[src/rtl/ipi_mbox_pkg.sv]
package ipi_mbox_pkg;
  localparam int unsigned NUM_AGENTS = 11;
  localparam int unsigned DATA_W     = 32;
  localparam int unsigned SEL_W      = 4;
  localparam int unsigned WADDR_W    = 3;

  localparam logic [WADDR_W-1:0] W_TRIG = 3'd0;
  localparam logic [WADDR_W-1:0] W_OBS  = 3'd1;
  localparam logic [WADDR_W-1:0] W_STAT = 3'd4;
  localparam logic [WADDR_W-1:0] W_MASK = 3'd5;
  localparam logic [WADDR_W-1:0] W_EN   = 3'd6;
  localparam logic [WADDR_W-1:0] W_DIS  = 3'd7;

  typedef logic [NUM_AGENTS-1:0] agent_vec_t;

  // identity bit of agent a: 0 | 8..9 | 16..19 | 24..27
  function automatic int unsigned id_bit(int unsigned a);
    if (a == 0)      return 0;
    else if (a < 3)  return a + 7;
    else if (a < 7)  return a + 13;
    else             return a + 17;
  endfunction

  function automatic agent_vec_t gather(logic [DATA_W-1:0] w);
    agent_vec_t v;
    for (int unsigned a = 0; a < NUM_AGENTS; a++) v[a] = w[id_bit(a)];
    return v;
  endfunction

  function automatic logic [DATA_W-1:0] scatter(agent_vec_t v);
    logic [DATA_W-1:0] w;
    w = '0;
    for (int unsigned a = 0; a < NUM_AGENTS; a++) w[id_bit(a)] = v[a];
    return w;
  endfunction

  function automatic logic [DATA_W-1:0] defined_bits();
    agent_vec_t ones;
    ones = '1;
    return scatter(ones);
  endfunction
endpackage

[src/rtl/ipi_wr_decode.sv]
module ipi_wr_decode
  import ipi_mbox_pkg::*;
(
  input  logic               we_i,
  input  logic [SEL_W-1:0]   sel_i,
  input  logic [WADDR_W-1:0] addr_i,
  output agent_vec_t         trig_o,
  output agent_vec_t         ack_o,
  output agent_vec_t         en_o,
  output agent_vec_t         dis_o
);
  for (genvar p = 0; p < NUM_AGENTS; p++) begin : g_page
    localparam logic [SEL_W-1:0] PAGE = SEL_W'(p);
    logic hit;
    assign hit       = we_i && (sel_i == PAGE);
    assign trig_o[p] = hit && (addr_i == W_TRIG);
    assign ack_o[p]  = hit && (addr_i == W_STAT);
    assign en_o[p]   = hit && (addr_i == W_EN);
    assign dis_o[p]  = hit && (addr_i == W_DIS);
  end
endmodule

[src/rtl/ipi_agent_row.sv]
module ipi_agent_row
  import ipi_mbox_pkg::*;
(
  input  logic       clk_i,
  input  logic       rst_ni,
  input  agent_vec_t set_i,
  input  agent_vec_t clr_i,
  input  agent_vec_t mask_set_i,
  input  agent_vec_t mask_clr_i,
  output agent_vec_t pend_o,
  output agent_vec_t mask_o,
  output logic       irq_o
);
  agent_vec_t pend_q, mask_q;

  always_ff @(posedge clk_i or negedge rst_ni) begin
    if (!rst_ni) begin
      pend_q <= '0;
      mask_q <= '1;
    end else begin
      pend_q <= (pend_q & ~clr_i) | set_i;  // trigger beats acknowledge
      mask_q <= (mask_q | mask_set_i) & ~mask_clr_i;
    end
  end

  assign pend_o = pend_q;
  assign mask_o = mask_q;
  assign irq_o  = |(pend_q & ~mask_q);
endmodule

[src/rtl/ipi_read_mux.sv]
module ipi_read_mux
  import ipi_mbox_pkg::*;
(
  input  logic [SEL_W-1:0]                  sel_i,
  input  logic [WADDR_W-1:0]                addr_i,
  input  logic [NUM_AGENTS-1:0][NUM_AGENTS-1:0] pend_i,
  input  logic [NUM_AGENTS-1:0][NUM_AGENTS-1:0] mask_i,
  output logic [DATA_W-1:0]                 rdata_o
);
  agent_vec_t obs_v, stat_v, mask_v;
  logic       valid;

  always_comb begin
    obs_v  = '0;
    stat_v = '0;
    mask_v = '0;
    valid  = 1'b0;
    for (int unsigned p = 0; p < NUM_AGENTS; p++) begin
      if (sel_i == SEL_W'(p)) begin
        valid  = 1'b1;
        stat_v = pend_i[p];
        mask_v = mask_i[p];
        for (int unsigned r = 0; r < NUM_AGENTS; r++) obs_v[r] = pend_i[r][p];
      end
    end
  end

  always_comb begin
    rdata_o = '0;
    if (valid) begin
      unique case (addr_i)
        W_OBS:   rdata_o = scatter(obs_v);
        W_STAT:  rdata_o = scatter(stat_v);
        W_MASK:  rdata_o = scatter(mask_v);
        default: rdata_o = '0;
      endcase
    end
  end
endmodule

[src/rtl/ipi_mbox.sv]
module ipi_mbox
  import ipi_mbox_pkg::*;
(
  input  logic                  clk_i,
  input  logic                  rst_ni,
  input  logic [SEL_W-1:0]      sel_i,
  input  logic [WADDR_W-1:0]    addr_i,
  input  logic                  we_i,
  input  logic [DATA_W-1:0]     wdata_i,
  output logic [DATA_W-1:0]     rdata_o,
  output logic [NUM_AGENTS-1:0] irq_o
);
  agent_vec_t trig, ack, en, dis, wvec;
  logic [NUM_AGENTS-1:0][NUM_AGENTS-1:0] pend_q, mask_q;
  logic unused_wbits;

  assign wvec         = gather(wdata_i);
  assign unused_wbits = ^(wdata_i & ~defined_bits());

  ipi_wr_decode u_dec (
    .we_i   (we_i),
    .sel_i  (sel_i),
    .addr_i (addr_i),
    .trig_o (trig),
    .ack_o  (ack),
    .en_o   (en),
    .dis_o  (dis)
  );

  for (genvar r = 0; r < NUM_AGENTS; r++) begin : g_row
    agent_vec_t set_v;
    assign set_v = trig & {NUM_AGENTS{wvec[r]}};  // senders naming agent r
    ipi_agent_row u_row (
      .clk_i      (clk_i),
      .rst_ni     (rst_ni),
      .set_i      (set_v),
      .clr_i      (ack[r] ? wvec : '0),
      .mask_set_i (dis[r] ? wvec : '0),
      .mask_clr_i (en[r]  ? wvec : '0),
      .pend_o     (pend_q[r]),
      .mask_o     (mask_q[r]),
      .irq_o      (irq_o[r])
    );
  end

  ipi_read_mux u_rd (
    .sel_i   (sel_i),
    .addr_i  (addr_i),
    .pend_i  (pend_q),
    .mask_i  (mask_q),
    .rdata_o (rdata_o)
  );
endmodule

[config.mk]
export PLATFORM = sky130hd
export DESIGN_NAME = ipi_mbox
export DESIGN_NICKNAME = d
export VERILOG_FILES = /design/src/rtl/ipi_mbox_pkg.sv /design/src/rtl/ipi_wr_decode.sv /design/src/rtl/ipi_agent_row.sv /design/src/rtl/ipi_read_mux.sv /design/src/rtl/ipi_mbox.sv
export SDC_FILE = /design/constraint.sdc
export NUM_CORES = 1
export LEC_CHECK = 0
export BUFFER_PORTS_ARGS = -buffer_cell sky130_fd_sc_hd__buf_4
export CORE_ASPECT_RATIO = 0.6
export CORE_MARGIN = 3
export CORE_UTILIZATION = 54
export CTS_BUF_LIST = sky130_fd_sc_hd__clkbuf_8
export CTS_CLUSTER_SIZE = 24
export DETAILED_ROUTE_END_ITERATION = 16
export PLACE_DENSITY = 0.7
export SLEW_MARGIN = 10
export SYNTH_ARGS = -nofsm -noshare
export SYNTH_HDL_FRONTEND = slang
export SYNTH_HIERARCHICAL = 1
export SYNTH_SLANG_ARGS = --single-unit
[constraint.sdc]
create_clock -name clk_i -period 4.53 [get_ports clk_i]
set_input_delay 0.906 -clock clk_i [delete_from_list [all_inputs] [get_ports clk_i]]
set_output_delay 0.906 -clock clk_i [all_outputs]
set_load 0.01 [all_outputs]
# Word level (Yosys, flattened, before mapping)
# Index checks and enable logic that the tools add are counted.
# op_classes
order_cmp	66
eq_ne	15
muxes	241
bitwise_logic	102
n_reduce_logical	101
# op_table
cell	n
$mux W32	67
$ge A32 B1 Y1 const B	33
$lt A32 B6 Y1 const B	33
$bwmux W32	30
$mux W11	66
$and A11 B11 Y11	44
$not A11 Y11	33
$or A11 B11 Y11	22
$demux W1 S5	33
$reduce_or A11 Y1	11
$and A32 B32 Y32	3
$pmux W32 S3	1
$logic_and A1 B1 Y1	88
$mux W1	44
$eq A4 B3 Y1 const B	4
$eq A3 B3 Y1 const B	4
$eq A4 B4 Y1 const B	3
$eq A4 B2 Y1 const B	2
$eq A4 B1 Y1 const B	1
$logic_not A4 Y1	1
$eq A3 B1 Y1 const B	1
$logic_not A3 Y1	1
# word_totals
ff_bits	242
input_bits	42
out_inout_bits	43
word_cells	547

# Logic depth before layout (Yosys ltp)
# Gate-level depths: netlist of the first run.
# depth
depth_word	30
mapped_depth	9
ltp_nobuf	5

# Modules after synthesis
# The synthesis of the first run kept the hierarchy.
# by_module_without_submodules
mod	instances	cells_each	area_each_um2	seq_area_each_um2
ipi_agent_row	11	81	880.8	564.3
ipi_read_mux	1	539	3901.2	0.0
ipi_mbox	1	572	3524.6	0.0
ipi_wr_decode	1	77	471.7	0.0

# Least setup slack after synthesis of the first run
# Ideal clock, no wire load.
# synth_path
path_kind	in2out
from	in sel_i[3]
to	out rdata_o[0]
arrival_time_ps	2326
required_ps	3624
setup_slack_ps	1298
cell_stages	6
path_buffers	1
path_cell_list	buf_2 -> or3b_2 -> o22ai_1 -> o211ai_1 -> and3_1 -> o311ai_1
# synth_between
elab_chain_len	25
elab_cells_between_ends	90
classes_between	10 x eq/ne; 76 x mux; 3 x bitwise; 1 x reduce/logical
# synth_lines
item	line	source
from (decl)	ipi_mbox.sv:6	input logic [SEL_W-1:0] sel_i,
$logic_not A4 Y1	ipi_read_mux.sv:19	if (sel_i == SEL_W'(p)) begin
$mux W11 (11 in a row)	ipi_read_mux.sv:19	
$and A32 B32 Y32 (no source line)	n/a	
$bwmux W32 (10 in a row)	ipi_mbox_pkg.sv:33	for (int unsigned a = 0; a < NUM_AGENTS; a++) w[id_bit(a)] = v[a];
$pmux W32 S3	ipi_read_mux.sv:31	unique case (addr_i)
$mux W32 (*)	ipi_read_mux.sv:30	if (valid) begin
to (decl)	ipi_mbox.sv:10	output logic [DATA_W-1:0] rdata_o,
# Every way passes the cells marked *; elsewhere a longest branch is shown, timed or not.

# Worst setup path in the final report of the first run
# layout_path
from	in sel_i[2]
to	out rdata_o[0]
# Same word-level chain as after synthesis.

==> flow_summary.ini, run 1 <==
[power_and_ir_drop]
clkPwrFrac = 0.340
p_int_mw = 3.81
leakagePower_nw = 9.00
powerDensity_mw_per_mm2 = 301
ir_worst_vdd_v = 0.000270
p_sw_mw = 1.90
power_frac_seq = 0.482
comb_power_share = 0.178
swShare = 0.332

[placed_design]
dp_hpwl_um = 52500
dp.cells = 2457
finalWeightedCongestion = 1.07
placed_area_mm2 = 0.0182
portBuffers = 42

[global_routing]
track_usage = 0.415
grt_pass1_wl_um = 105000
grt_pass1_vias = 15000
antenna_found_initial = 5
grt_overflow = 0
grt_start_max_net_pins = 107

[synth]
synth_top_family_by_area = simple AND/OR/NAND/NOR gates
syn_area_mm2 = 0.0176
synth_compound_area_frac = 0.161
synthXorXnorAreaFrac = 0
avgSynthCellArea_um2 = 8.46
synth-seq-cells = 242
ys_async_sr_fraction = 1.00
synthCells = 2079
synth-simple-area-share = 0.331
ys_warn_count = 6
ys_seq_area_frac = 0.353
yosysUniqueCellTypes = 81
synthAdderAreaFrac = 0
synth-edff-count = 0
synth-main-ff-cell = dfstp_2
synthMuxAreaShare = 0.0600

[clock_network]
hold_buffers = 0
clock_path_buffers = 3
path_clk_slew_ns = 0.06
cts_root_buffer = clkbuf_8
htree_levels = 2
cts_tree = done
postCtsSetupBuffers = 0
numCtsBuffers = 39
cts.sinks = 242
clock_latency_ns = 0.57
cts_resized = 0

[floorplan]
core-area_mm2 = 0.0317
dieHeight_um = 146
dieArea_mm2 = 0.0348
initial_core_util = 0.556
ios = 85
die_w_um = 239
rows = 50

[cells_and_area]
design_area_mm2 = 0.0190
area_growth_pct = 8.08
final_cells = 2531
seq_area_mm2 = 0.00621
nets = 2124
fill_cells = 2851
multi_input_area_mm2 = 0.00983
layout-drive-gt1-share = 0.223
utilization = 0.600

[detailed_routing]
drc = 0
highest_layer = met5
met1_length_um = 31200
drtPass1Iterations = 6
drt-initial-drc-count = 2266
met2_length_um = 28400
vias = 15900
wirelength_um = 73100
ant_nets = 0
vias_per_cell = 6.29
dr_wl_met3_um = 11700
wl_per_cell_um = 28.9

[timing]
setup_tns_ns = 0
tightestPinTransition_ns = 1.09
finalSetupViolCount = 0
relSlewSlack = 0.273
period_share = 0.945
hold_viol = 0
rsz0062_at_grt = no
clock_skew_ns = 0
slew_viol_final = 0
whs_ns = 0.366
min_period_ns = 4.28
fmax_mhz = 234

[worst_hold_path]
hp-class = in2async

[setup_path]
cp_max_fo = 44
cp.required_ns = 3.62
worstSetupStartpoint = sel_i[2]
rr_worst_depth = 2
cp-start-kind = primary input
worstSetupEndpointType = output pin
endpoint = rdata_o[0]
crit_type = in2out
reg2reg_from = g_row[7].u_row/mask_o[10]
arrival_ns = 3.38
rrSetupSlack_ns = 3.62
reg2reg_to = g_row[7].u_row/mask_o[10]

[job]
cap_violations = 0

[status]
status = finished, final reports clean
==> synth_stat cells, types with 6 or more instances <==
cell type	count	area [um^2]
and2_1	418	2620
nor2_1	308	1160
inv_1	185	694
dfrtp_1	121	3030
dfstp_2	121	3180
a21o_1	113	848
and2_2	71	533
nor2b_1	61	382
clkbuf_1	60	225
o21ai_0	51	255
clkbuf_2	44	220
mux2i_1	42	420
nand2_1	38	143
a21oi_1	33	165
buf_4	32	240
buf_2	28	140
a2111oi_2	22	330
mux2_2	20	225
a22oi_1	19	143
nand3_1	19	95.1
mux4_2	17	383
nand2b_1	17	106
nor3_1	15	75.1
a221oi_1	12	105
a222oi_1	12	120
o22ai_1	12	75.1
a21o_2	11	96.3
nor2b_4	11	151
o211ai_1	11	82.6
o221ai_1	10	87.6
nand4bb_1	9	101
nor4_1	9	56.3
a31oi_1	8	50.1
buf_6	8	90.1
a2bb2oi_1	7	61.3
o2bb2ai_1	6	52.6
==> worst min path at each step <==
stage / from / endpoint / slack, ns / cells after the start
6_report: rst_ni / g_row[1].u_row/pend_o[5] / 0.37 / 1
3_5_place_dp: g_row[6].u_row/mask_o[3] / g_row[6].u_row/mask_o[3] / 0.48 / 2
5_1_grt: rst_ni / g_row[1].u_row/pend_o[5] / 0.41 / 1
2_1_floorplan: g_row[7].u_row/mask_o[5] / g_row[7].u_row/mask_o[5] / 0.47 / 2
4_1_cts: rst_ni / g_row[3].u_row/pend_o[5] / 0.40 / 1
3_3_place_gp: g_row[6].u_row/mask_o[3] / g_row[6].u_row/mask_o[3] / 0.48 / 2
==> kinds of logic after synthesis <==
kind of cell / count (synthesis)
compound gates: 370
buf+inv: 362
flops: 242
mux: 80
other cells: 1
simple gates: 1024
==> cells in the final DEF, fill, tap and decap left out, types with 6 or more instances in the layout <==
| cell type | synthesis | routed |
|---|---|---|
| a2111oi_2 | 22 | 22 |
| a21o_1 | 113 | 113 |
| a21o_2 | 11 | 11 |
| a21oi_1 | 33 | 33 |
| a221oi_1 | 12 | 12 |
| a222oi_1 | 12 | 12 |
| a22oi_1 | 19 | 19 |
| a2bb2oi_1 | 7 | 7 |
| a31oi_1 | 8 | 8 |
| and2_1 | 418 | 418 |
| and2_2 | 71 | 71 |
| buf_12 | 0 | 6 |
| buf_4 | 32 | 110 |
| clkbuf_8 | 0 | 49 |
| conb_1 | 1 | 21 |
| dfrtp_1 | 121 | 121 |
| dfstp_2 | 121 | 121 |
| inv_1 | 185 | 200 |
| mux2_2 | 20 | 20 |
| mux2i_1 | 42 | 42 |
| mux4_2 | 17 | 17 |
| nand2_1 | 38 | 38 |
| nand2b_1 | 17 | 17 |
| nand3_1 | 19 | 19 |
| nand4bb_1 | 9 | 9 |
| nor2_1 | 308 | 304 |
| nor2_2 | 4 | 8 |
| nor2b_1 | 61 | 61 |
| nor2b_4 | 11 | 11 |
| nor3_1 | 15 | 15 |
| nor4_1 | 9 | 6 |
| o211ai_1 | 11 | 11 |
| o21ai_0 | 51 | 51 |
| o221ai_1 | 10 | 10 |
| o22ai_1 | 12 | 12 |
| o2bb2ai_1 | 6 | 6 |
==> per-layer routing <==
layer	vias up	track usage
met4	6	0.106
met3	137	0.205
met1	7917	0.599
li1	6817	-
met2	1049	0.545
met5	-	0.0220
==> cell type report <==
cell class	count	area share
multi-input cells	1495	0.517
repair buffers	118	0.0511
clock inverters	23	0.00553
flip-flops and latches	242	0.327
clock buffers	49	0.0355
diodes	2	0.000263
well taps	416	0.0274
inverters	186	0.0367
==> sequential cells by signal, summed over array words and instances, names as in the netlist <==
name,flops
g_row.u_row/pend_o,121
g_row.u_row/mask_o,121
==> critical path, cell delays in order <==
cell and delay (ns):
buf_4 0.45, nand2b_1 0.26, nor3_1 0.68, o211ai_1 0.22, and3_1 0.23, o311ai_1 0.39
buf_4 0.20
==> metrics by stage <==
stage          power, mW  setup slack (ns)
2_1_floorplan       3.21              1.30
3_3_place_gp        3.71             0.282
3_5_place_dp        3.74             0.385
4_1_cts             5.68             0.362
5_1_grt             5.90             0.232
6_report            5.71             0.249
==> power by group through the flow <==
stage                     combinational (mW)  clock [mW]  sequential, mW
final                                   1.02        1.94            2.75
after global routing                    1.08        2.07            2.75
after CTS                              0.995        1.97            2.72
after detailed placement               0.993           0            2.75
after global placement                 0.972           0            2.74
after floorplan                        0.651           0            2.56
(Power assumes the default switching activity.)
==> run 2: changes to the inputs <==
--- a/config.mk
+++ b/config.mk
@@ -5,14 +5,14 @@
 export SDC_FILE = /design/constraint.sdc
 export NUM_CORES = 1
 export LEC_CHECK = 0
-export BUFFER_PORTS_ARGS = -buffer_cell sky130_fd_sc_hd__buf_4
 export CORE_ASPECT_RATIO = 0.6
 export CORE_MARGIN = 3
 export CORE_UTILIZATION = 54
 export CTS_BUF_LIST = sky130_fd_sc_hd__clkbuf_8
 export CTS_CLUSTER_SIZE = 24
 export DETAILED_ROUTE_END_ITERATION = 16
-export PLACE_DENSITY = 0.7
+export DONT_BUFFER_PORTS = 1
+export PLACE_DENSITY = 0.67
 export SLEW_MARGIN = 10
 export SYNTH_ARGS = -nofsm -noshare
 export SYNTH_HDL_FRONTEND = slang
==> flow_summary.ini, run 2 (synthesized netlist as in run 1, its figures left out) <==
[power_and_ir_drop]
p_int_mw = 3.78
power_frac_seq = 0.504
total_power_mw = 5.43
leakagePower_nw = 8.55
powerDensity_mw_per_mm2 = 297
comb_power_share = 0.133
p_sw_mw = 1.65
clkPwrFrac = 0.363
swShare = 0.303
ir_worst_vdd_v = 0.000244

[global_routing]
grt_start_max_net_pins = 243
grtUsageMet2 = 0.543
antenna_found_initial = 4
use_met1 = 0.603
track_usage = 0.405
grt_pass1_wl_um = 103000
top_usage_layer = met1
grt_util_met3 = 0.159
grt_overflow = 0
grt_pass1_vias = 14800

[cells_and_area]
final_cells = 2439
area_growth_pct = 4.06
final_cell_mix = 418 x and2_1, 306 x nor2_1, 198 x inv_1
layout-drive-gt1-share = 0.189
nets = 2035
final_common_cell = and2_1

[setup_path]
crit_type = in2out
worstSetupEndpointType = output pin
arrival_ns = 2.79
cp_max_fo = 103
cp.required_ns = 3.62
cp-start-kind = primary input

[timing]
slew_viol_final = 0
clock_skew_ns = 0
finalSetupViolCount = 0
relSlewSlack = 0.197
tightestPinTransition_ns = 1.20
whs_ns = 0.0384
period_share = 0.816
fmax_mhz = 271
setup_ws_ns = 0.835
rsz0062_at_grt = no
setup_tns_ns = 0
hold_viol = 0
min_period_ns = 3.69

[clock_network]
htree_levels = 2
hold_buffers = 0
cts.sinks = 242
numCtsBuffers = 38
clock_latency_ns = 0.56
cts_tree = done
postCtsSetupBuffers = 0
cts_root_buffer = clkbuf_8
path_clk_slew_ns = 0.06
clock_path_buffers = 3
cts_resized = 0

[detailed_routing]
ant_nets = 0
wirelength_um = 71200
drt-initial-drc-count = 2288
vias = 15700
drtPass1Iterations = 8
drc = 0
wl_per_cell_um = 29.2
vias_per_cell = 6.44

[floorplan]
ios = 85
die_w_um = 239
rows = 50
dieHeight_um = 146
initial_core_util = 0.556
dieArea_mm2 = 0.0348
core-area_mm2 = 0.0317

[placed_design]
portBuffers = 0
finalWeightedCongestion = 1.00
dp.cells = 2369
dp_hpwl_um = 49600
dp_slack_ns = 1.02

[status]
status = finished, final reports clean

[job]
cap_violations = 0

[worst_hold_path]
hp-class = in2async
[run 2: per-stage QoR]
stage / area, um^2 / utilization
after floorplan: 17700 / -
after global placement: 17500 / 0.553
after detailed placement: 17500 / 0.553
after CTS: 18300 / 0.578
after global routing: 18300 / 0.578
final: 18300 / 0.578
[run 2: layout make-up]
cell class                 count  area, um^2
fill                        2859       13400
multi-input combinational   1495        9850
sequential                   242        6210
clock buffer                  53         729
inverter                     186         698
tap                          416         520
timing repair buffer          30         225
clock inverter                16        66.3
antenna                        1        2.50
[run 2: layer usage]
metal  up-vias  part of all wire
li1       6635                 -
met1      7892              0.43
met2      1041              0.39
met3       135              0.15
met4         2             0.027
met5         -           0.00018
[run 2: critical path: stages]
cell and delay [ns]:
and4b_1 0.46, a22oi_1 0.54, o221ai_1 0.21, o221ai_1 0.25, o2111ai_1 0.35
[run 2: power groups by stage]
| stage | Clock, mW | Combinational (mW) | Sequential (mW) |
|---|---|---|---|
| 2_1_floorplan | 0 | 0.651 | 2.56 |
| 3_3_place_gp | 0 | 0.680 | 2.74 |
| 3_5_place_dp | 0 | 0.698 | 2.74 |
| 4_1_cts | 2.00 | 0.701 | 2.71 |
| 5_1_grt | 2.10 | 0.771 | 2.74 |
| 6_report | 1.97 | 0.720 | 2.74 |
[run 2: path summary, 6_finish.rpt]
path / startpoint / to / slack, ns / depth (start not counted)
setup / recovery: sel_i[1] / rdata_o[19] / 0.84 / 5
hold / removal: rst_ni / g_row[1].u_row/pend_o[1] / 0.04 / 0
setup reg to reg: g_row[6].u_row/mask_o[6] / g_row[6].u_row/mask_o[6] / 3.66 / 2
hold reg to reg: g_row[7].u_row/mask_o[2] / g_row[7].u_row/mask_o[2] / 0.49 / 2
max in group asynchronous: rst_ni / g_row[9].u_row/mask_o[6] / 3.99 / 0
min in group clk_i: wdata_i[16] / g_row[2].u_row/mask_o[3] / 0.47 / 2
